## src/rtl/uart_irq_pkg.sv

```systemverilog
package uart_irq_pkg;
  localparam int EN_RX   = 0;
  localparam int EN_THRE = 1;
  localparam int EN_LS   = 2;
  localparam int EN_MS   = 3;

  typedef enum logic [1:0] {
    CODE_MS   = 2'b00,
    CODE_THRE = 2'b01,
    CODE_RX   = 2'b10,
    CODE_LS   = 2'b11
  } irq_code_e;

  typedef struct packed {
    logic ls;
    logic rx;
    logic thre;
    logic ms;
  } irq_src_t;
endpackage

```

## src/rtl/uart_irq_modem.sv

```systemverilog
module uart_irq_modem #(
  parameter int            LINES       = 4,
  parameter int            SYNC_STAGES = 2,
  parameter logic [LINES-1:0] RISE_MASK = 4'b0100
) (
  input  logic             clk_i,
  input  logic             rst_ni,
  input  logic [LINES-1:0] line_ni,
  input  logic             clr_i,
  output logic [LINES-1:0] state_no,
  output logic [LINES-1:0] delta_o
);
  localparam int LAST = SYNC_STAGES - 1;

  for (genvar g = 0; g < LINES; g++) begin : g_line
    logic [SYNC_STAGES-1:0] sync_q;
    logic                   delta_q;
    logic                   hit;

    always_ff @(posedge clk_i or negedge rst_ni) begin
      if (!rst_ni) sync_q <= '1;
      else         sync_q <= {sync_q[LAST-1:0], line_ni[g]};
    end

    // event is judged on the stage about to move into the output tap
    if (RISE_MASK[g]) begin : g_rise
      assign hit = !sync_q[LAST] && sync_q[LAST-1];
    end else begin : g_any
      assign hit = sync_q[LAST] != sync_q[LAST-1];
    end

    always_ff @(posedge clk_i or negedge rst_ni) begin
      if (!rst_ni) delta_q <= 1'b0;
      else         delta_q <= hit | (delta_q & ~clr_i);
    end

    assign state_no[g] = sync_q[LAST];
    assign delta_o[g]  = delta_q;

    if (RISE_MASK[g]) begin : g_chk_rise
      AST_TERI_RISE: assert property (@(posedge clk_i) disable iff (!rst_ni)
        $rose(delta_q) |-> (state_no[g] && !$past(state_no[g])));
    end else begin : g_chk_any
      AST_DELTA_CAUSE: assert property (@(posedge clk_i) disable iff (!rst_ni)
        $rose(delta_q) |-> (state_no[g] != $past(state_no[g])));
    end

    AST_DELTA_CLR: assert property (@(posedge clk_i) disable iff (!rst_ni)
      (clr_i && !hit) |=> !delta_q);
  end
endmodule

```

## src/rtl/uart_irq_flags.sv

```systemverilog
module uart_irq_flags #(
  parameter int N = 3
) (
  input  logic         clk_i,
  input  logic         rst_ni,
  input  logic [N-1:0] set_i,
  input  logic [N-1:0] clr_i,
  output logic [N-1:0] pend_o
);
  for (genvar g = 0; g < N; g++) begin : g_flag
    logic pend_q;

    // a new event outranks a clear in the same cycle
    always_ff @(posedge clk_i or negedge rst_ni) begin
      if (!rst_ni) pend_q <= 1'b0;
      else         pend_q <= set_i[g] | (pend_q & ~clr_i[g]);
    end

    assign pend_o[g] = pend_q;

    AST_FLAG_CLR: assert property (@(posedge clk_i) disable iff (!rst_ni)
      (clr_i[g] && !set_i[g]) |=> !pend_o[g]);
    AST_FLAG_KEEP: assert property (@(posedge clk_i) disable iff (!rst_ni)
      (pend_o[g] && !clr_i[g]) |=> pend_o[g]);
  end
endmodule

```

## src/rtl/uart_irq_prio.sv

```systemverilog
module uart_irq_prio
  import uart_irq_pkg::*;
#(
  parameter int REG_W = 8,
  parameter int EN_W  = 4
) (
  input  logic             clk_i,
  input  logic             rst_ni,
  input  irq_src_t         pend_i,
  input  logic [EN_W-1:0]  en_i,
  input  logic             rd_i,
  output logic [REG_W-1:0] iir_o,
  output logic             irq_o,
  output logic             thre_ack_o
);
  localparam int PAD_W = REG_W - 3;

  irq_src_t         act;
  irq_code_e        code;
  logic             any;
  logic [REG_W-1:0] live;
  logic [REG_W-1:0] snap_q;
  logic             reading_q;

  always_comb begin
    act.ls   = pend_i.ls   & en_i[EN_LS];
    act.rx   = pend_i.rx   & en_i[EN_RX];
    act.thre = pend_i.thre & en_i[EN_THRE];
    act.ms   = pend_i.ms   & en_i[EN_MS];
    any      = act.ls | act.rx | act.thre | act.ms;
    if (act.ls)        code = CODE_LS;
    else if (act.rx)   code = CODE_RX;
    else if (act.thre) code = CODE_THRE;
    else               code = CODE_MS;
    live = {{PAD_W{1'b0}}, code, ~any};
  end

  always_ff @(posedge clk_i or negedge rst_ni) begin
    if (!rst_ni) begin
      reading_q <= 1'b0;
      snap_q    <= '0;
    end else begin
      reading_q <= rd_i;
      if (rd_i && !reading_q) snap_q <= live;
    end
  end

  assign iir_o      = (rd_i && reading_q) ? snap_q : live;
  assign irq_o      = any;
  assign thre_ack_o = rd_i && !reading_q && any && (code == CODE_THRE);

  AST_IIR_HOLD: assert property (@(posedge clk_i) disable iff (!rst_ni)
    (rd_i && $past(rd_i)) |-> $stable(iir_o));
endmodule

```

## src/rtl/uart_irq_ident.sv

```systemverilog
module uart_irq_ident
  import uart_irq_pkg::*;
#(
  parameter int EN_W        = 4,
  parameter int REG_W       = 8,
  parameter int SYNC_STAGES = 2
) (
  input  logic             clk_i,
  input  logic             rst_ni,
  input  logic             ier_wr_i,
  input  logic [EN_W-1:0]  ier_wdata_i,
  input  logic             ls_set_i,
  input  logic             rx_set_i,
  input  logic             thre_set_i,
  input  logic             lsr_rd_i,
  input  logic             rbr_rd_i,
  input  logic             thr_wr_i,
  input  logic             iir_rd_i,
  input  logic             msr_rd_i,
  input  logic             cts_ni,
  input  logic             dsr_ni,
  input  logic             ri_ni,
  input  logic             dcd_ni,
  output logic             irq_o,
  output logic [REG_W-1:0] iir_o,
  output logic [REG_W-1:0] ier_o,
  output logic [REG_W-1:0] msr_o
);
  localparam int MODEM_N = REG_W / 2;
  localparam int FLAG_N  = 3;

  logic [EN_W-1:0]    ier_q;
  logic [MODEM_N-1:0] state_n;
  logic [MODEM_N-1:0] delta;
  logic [FLAG_N-1:0]  flag_set;
  logic [FLAG_N-1:0]  flag_clr;
  logic [FLAG_N-1:0]  flag_pend;
  logic               thre_ack;
  irq_src_t           pend;

  always_ff @(posedge clk_i or negedge rst_ni) begin
    if (!rst_ni)       ier_q <= '0;
    else if (ier_wr_i) ier_q <= ier_wdata_i;
  end
  assign ier_o = {{(REG_W-EN_W){1'b0}}, ier_q};

  // flag order follows the enable bit order
  assign flag_set = {ls_set_i, thre_set_i, rx_set_i};
  assign flag_clr = {lsr_rd_i, thr_wr_i | thre_ack, rbr_rd_i};

  uart_irq_flags #(.N(FLAG_N)) u_flags (
    .clk_i  (clk_i),
    .rst_ni (rst_ni),
    .set_i  (flag_set),
    .clr_i  (flag_clr),
    .pend_o (flag_pend)
  );

  uart_irq_modem #(.LINES(MODEM_N), .SYNC_STAGES(SYNC_STAGES), .RISE_MASK(4'b0100)) u_modem (
    .clk_i    (clk_i),
    .rst_ni   (rst_ni),
    .line_ni  ({dcd_ni, ri_ni, dsr_ni, cts_ni}),
    .clr_i    (msr_rd_i),
    .state_no (state_n),
    .delta_o  (delta)
  );
  assign msr_o = {~state_n, delta};

  always_comb begin
    pend.ls   = flag_pend[EN_LS];
    pend.rx   = flag_pend[EN_RX];
    pend.thre = flag_pend[EN_THRE];
    pend.ms   = |delta;
  end

  uart_irq_prio #(.REG_W(REG_W), .EN_W(EN_W)) u_prio (
    .clk_i      (clk_i),
    .rst_ni     (rst_ni),
    .pend_i     (pend),
    .en_i       (ier_q),
    .rd_i       (iir_rd_i),
    .iir_o      (iir_o),
    .irq_o      (irq_o),
    .thre_ack_o (thre_ack)
  );

  AST_LS_TOP: assert property (@(posedge clk_i) disable iff (!rst_ni)
    (flag_pend[EN_LS] && ier_q[EN_LS] && !iir_rd_i) |-> (iir_o[2:0] == 3'b110));
  AST_IRQ_MATCH: assert property (@(posedge clk_i) disable iff (!rst_ni)
    !iir_rd_i |-> (irq_o == !iir_o[0]));
  AST_THRE_ACK: assert property (@(posedge clk_i) disable iff (!rst_ni)
    (thre_ack && !thre_set_i) |=> !flag_pend[EN_THRE]);
endmodule

```

## config.mk

```make
export PLATFORM = sky130hd
export DESIGN_NAME = uart_irq_ident
export DESIGN_NICKNAME = d
export VERILOG_FILES = /design/src/rtl/uart_irq_pkg.sv /design/src/rtl/uart_irq_modem.sv /design/src/rtl/uart_irq_flags.sv /design/src/rtl/uart_irq_prio.sv /design/src/rtl/uart_irq_ident.sv
export SDC_FILE = /design/constraint.sdc
export NUM_CORES = 1
export LEC_CHECK = 0
export ABC_AREA = 1
export BUFFER_PORTS_ARGS = -buffer_cell sky130_fd_sc_hd__buf_2
export CORE_UTILIZATION = 40
export CTS_CLUSTER_DIAMETER = 100
export DETAILED_ROUTE_END_ITERATION = 10
export PLACE_DENSITY = 0.78
export SLEW_MARGIN = 20
export SYNTH_ARGS = -nofsm -noshare
export SYNTH_HDL_FRONTEND = slang
export SYNTH_SLANG_ARGS = --single-unit
```

## constraint.sdc

```tcl
create_clock -name clk_i -period 2.71 [get_ports clk_i]
set_input_delay 0.542 -clock clk_i [delete_from_list [all_inputs] [get_ports clk_i]]
set_output_delay 0.542 -clock clk_i [all_outputs]
set_load 0.1 [all_outputs]
```

-- Word-level counts from Yosys, hierarchy flattened
Index checks and enable logic that the tools add are counted.
- input bits: 19
- register bits: 23
- reductions and logical operators: 8
- eq/ne operators: 4
- muxes and demuxes: 4
- bitwise gates (word level): 28
- operators with widths (cell ; count):
    bitwise AND 1 bit ; 11
    OR 1 bit ; 11
    logical AND 1 bit ; 5
    NOT 1 bit ; 5
    two-way mux 2 bit ; 2
    NOT 4 bit ; 1
    OR reduction 4 bit ; 1
    two-way mux 3 bit ; 1
    != test 1 bit ; 3
    == test 2 x 1 -> 1 bit (second input constant) ; 1
    zero test 1 bit ; 2
    two-way mux 1 bit ; 1

-- Longest topological paths before layout
- depth after elaboration: 10
- gate-level depth with buffers: 5
- depth with buffers taken out: 5

-- Modules after synthesis
Synthesis repeated with hierarchy kept, for this count alone.
- cells, all modules: 134
- area, all modules: 1122.3 µm²
- by module, submodules not included (module ; cells each ; area an instance (µm²) ; instances):
    uart_irq_modem ; 42 ; 461.7 ; 1
    uart_irq_prio ; 44 ; 302.8 ; 1
    uart_irq_ident ; 30 ; 215.2 ; 1
    uart_irq_flags ; 18 ; 142.6 ; 1

-- Worst setup path before layout
Ideal clock, no wire load.
- path type: flip-flop to output port
- start point: register ier_q[2]
- end point: output iir_o[1]
- slack: -617 ps
- cell stages (with the launch flop): 3
- data required time: 2168 ps
- data arrival time: 2785 ps
- cell sequence: dfrtp_1 > nand2_2 > a31oi_1
- word-level cells in the longest chain between the ends: 3
- ends and longest elaborated chain (element ; line ; source):
    start, declared ; uart_irq_ident.sv:32 ; logic [EN_W-1:0] ier_q;
    start signal, assigned ; uart_irq_ident.sv:43 ; else if (ier_wr_i) ier_q <= ier_wdata_i;
    bitwise AND 1 bit ; uart_irq_prio.sv:26 ; act.ls = pend_i.ls & en_i[EN_LS];
    two-way mux 2 bit ; uart_irq_prio.sv:31 ; if (act.ls) code = CODE_LS;
    two-way mux 3 bit ; uart_irq_prio.sv:48 ; assign iir_o = (rd_i && reading_q) ? snap_q : live;
    end, declared ; uart_irq_ident.sv:25 ; output logic [REG_W-1:0] iir_o,
No other way between the ends.

-- Worst setup path in the final report
- start point: register ier_q[2]
- end point: output iir_o[0]
- word-level cells in the longest chain between the ends: 6
- ends and longest elaborated chain (element ; line ; source):
    bitwise AND 1 bit ; uart_irq_prio.sv:26 ;
    OR 1 bit (3 in a row) ; uart_irq_prio.sv:30 ; any = act.ls | act.rx | act.thre | act.ms;
    NOT 1 bit ; uart_irq_prio.sv:35 ; live = {{PAD_W{1'b0}}, code, ~any};
    two-way mux 3 bit ; uart_irq_prio.sv:48 ;
No other way between the ends.

==> results.json <==
{
  "grt_pass1_wl_um": 2808,
  "syn_area_sq_um": 1001,
  "instances_no_fill": 160,
  "wl_um": 1733,
  "ys_seq_elements": 23,
  "post-route-min-period_ns": 2.210,
  "ys_seq_area_share_pct": 58.50,
  "syn_avg_cell_area_sq_um": 10.11,
  "vias": 740,
  "clockBufferDepth": 2,
  "ant_nets": 0,
  "die_y_um": 52.03,
  "start_util_pct": 43.98,
  "hold_violations": 0,
  "setup_violations": 0,
  "portBuffers": 34,
  "die_w_um": 52.03,
  "outcome": "complete, no violations",
  "fmax_mhz": 452.4,
  "cp-start-kind": "flip-flop",
  "fillerInstances": 208,
  "ir_drop_mv": 0.4579,
  "arrival_ns": 1.67,
  "crit_required_ns": 2.17,
  "drv_cap": 0,
  "rr_endpoint": "u_prio.snap_q[0]",
  "drc": 0,
  "wl_per_cell_um": 10.83,
  "tritoncts": "done",
  "fin_crit_sh_pct": 81.56,
  "cts_sinks": 23,
  "dp_hpwl_um": 1379,
  "n_antenna_cell": 0,
  "setup_tns_ns": 0,
  "cts_root_buffer": "clkbuf_4",
  "drv_slew": 0,
  "rsz0062_at_grt": "false",
  "crit_type": "reg -> out",
  "hold_class": "in -> async",
  "ys_warn_count": 0,
  "critical_path.endpoint_type": "primary output",
  "overflow": 0,
  "post_cts_buffers": 0,
  "grt_max_degree": 24,
  "p_leak_nw": 0.6289,
  "synth_cells": 99,
  "place_inst": 156,
  "cp_max_fo": 4,
  "cts_resized": 0,
  "final_cell_mix": "34 x buf_2, 20 x nand2_1, 15 x dfrtp_1, 12 x inv_1, 9 x conb_1",
  "clk_pin_slew_ns": 0.12,
  "synth_cell_types": 18,
  "grt_usage_pct": 14.64,
  "cts_made_buffers": 3,
  "drive_gt1_share_pct": 43.94,
  "syn2layout_area_growth_pct": 17.75,
  "final_common_cell": "buf_2",
  "dieArea_sq_um": 2707,
  "holdWs_ns": 0.1654,
  "antenna_found_initial": 0,
  "viasPerCell": 4.625,
  "powerDensity_nw_per_um2": 751.4,
  "ff2ff_path_depth": 5,
  "cts_max_level": 1,
  "fin_skew_ns": 0.003672,
  "timing.rr.start": "ier_q[2]",
  "grt_pass1_vias": 690,
  "first_pass_iters": 4,
  "gp_congestion": 0.7511,
  "worst-r2r-setup-slack_ns": 1.72,
  "cts_hold_buf": 0,
  "drt_iter0_markers": 18,
  "ios": 44,
  "rows": 17,
  "core_area_sq_um": 2276,
  "nets": 152,
  "clock_latency_ns": 0.32
}
## synth_stat cells
cell type | n | area share, %
o21ai_0 | 3 | 1.5
nand3_1 | 6 | 3.0
buf_4 | 13 | 9.7
mux2_2 | 4 | 4.5
nand4_1 | 1 | 0.63
dfrtp_1 | 15 | 38
a31oi_1 | 2 | 1.2
nand2_2 | 1 | 0.63
or2_2 | 3 | 1.9
conb_1 | 1 | 0.37
inv_1 | 12 | 4.5
nor2_2 | 1 | 0.63
o21bai_1 | 2 | 1.5
nand2_1 | 20 | 7.5
a22o_1 | 1 | 0.88
nor2_1 | 5 | 1.9
dfstp_2 | 8 | 21
nor2_4 | 1 | 1.1
## flip-flops by register name, indices dropped and copies added, names as in the netlist
name,cells
ier_q,4
u_flags.g_flag.pend_q,3
u_modem.g_line.delta_q,4
u_modem.g_line.sync_q,8
u_prio.reading_q,1
u_prio.snap_q,3
## metrics by stage
| step | area, sq um | power, mW | setup WS [ns] | utilization, % |
|---|---|---|---|---|
| floorplan | 1041 | 0.6930 | 0.03581 | - |
| global placement | 1149 | 0.7250 | 0.7286 | 50.47 |
| detailed placement | 1149 | 0.7301 | 0.6796 | 50.47 |
| CTS | 1179 | 0.8936 | 0.4916 | 51.79 |
| global route | 1179 | 0.9239 | 0.3699 | 51.79 |
| finish | 1179 | 0.8856 | 0.4998 | 51.79 |
## how the worst max path moves through the flow
stage	start	to	slack (ns)
global route	ier_q[0]	iir_o[0]	0.37
finish	ier_q[2]	iir_o[0]	0.50
detailed placement	iir_rd_i	iir_o[1]	0.68
CTS	ier_q[2]	iir_o[0]	0.49
floorplan	ier_q[2]	iir_o[1]	0.04
global placement	iir_rd_i	iir_o[1]	0.73
## routing by layer
metal | share of wire, % | global-route usage, % | vias to the layer above
met2 | 50 | 23.50 | 34
met3 | 6.8 | 2.632 | 5
li1 | - | - | 353
met4 | 2.0 | 9.009 | 0
met1 | 41 | 18.13 | 348
met5 | 0 | 0 | -
## area by class of cell
cell class | count | area [sq um] | area share (%)
Multi-Input combinational cell | 59 | 312.8 | 26.54
Inverter | 12 | 45.04 | 3.822
Clock inverter | 1 | 7.507 | 0.6369
Clock buffer | 3 | 22.52 | 1.911
Sequential cell | 23 | 585.6 | 49.68
Timing Repair Buffer | 34 | 170.2 | 14.44
Tap cell | 28 | 35.03 | 2.972
## kinds of logic after synthesis
kind of cell | after synthesis | share of synthesized area [%]
AND/OR/NAND/NOR | 38 | 17.25
multiplexers | 4 | 4.500
buffers and inverters | 25 | 14.25
AO/OA/AOI/OAI | 8 | 5.124
other | 1 | 0.3746
flip-flops | 23 | 58.50
## worst max-delay path, stage by stage (launching register included)
cell     delay [ns]
dfrtp_1        0.43
nand2_2        0.11
nand2_1        0.11
nor2_2         0.14
nand3_1        0.09
nand2_1        0.06
buf_2          0.42
## report_power, final
| part | total (mW) | leakage (nW) | switching [mW] | internal [mW] |
|---|---|---|---|---|
| clock | 0.163 | 0.0139 | 0.107 | 0.0564 |
| sequential | 0.395 | 0.257 | 0.0183 | 0.377 |
| combinational | 0.328 | 0.358 | 0.277 | 0.0502 |
| total | 0.886 | 0.629 | 0.402 | 0.483 |
(Power assumes the default switching activity.)
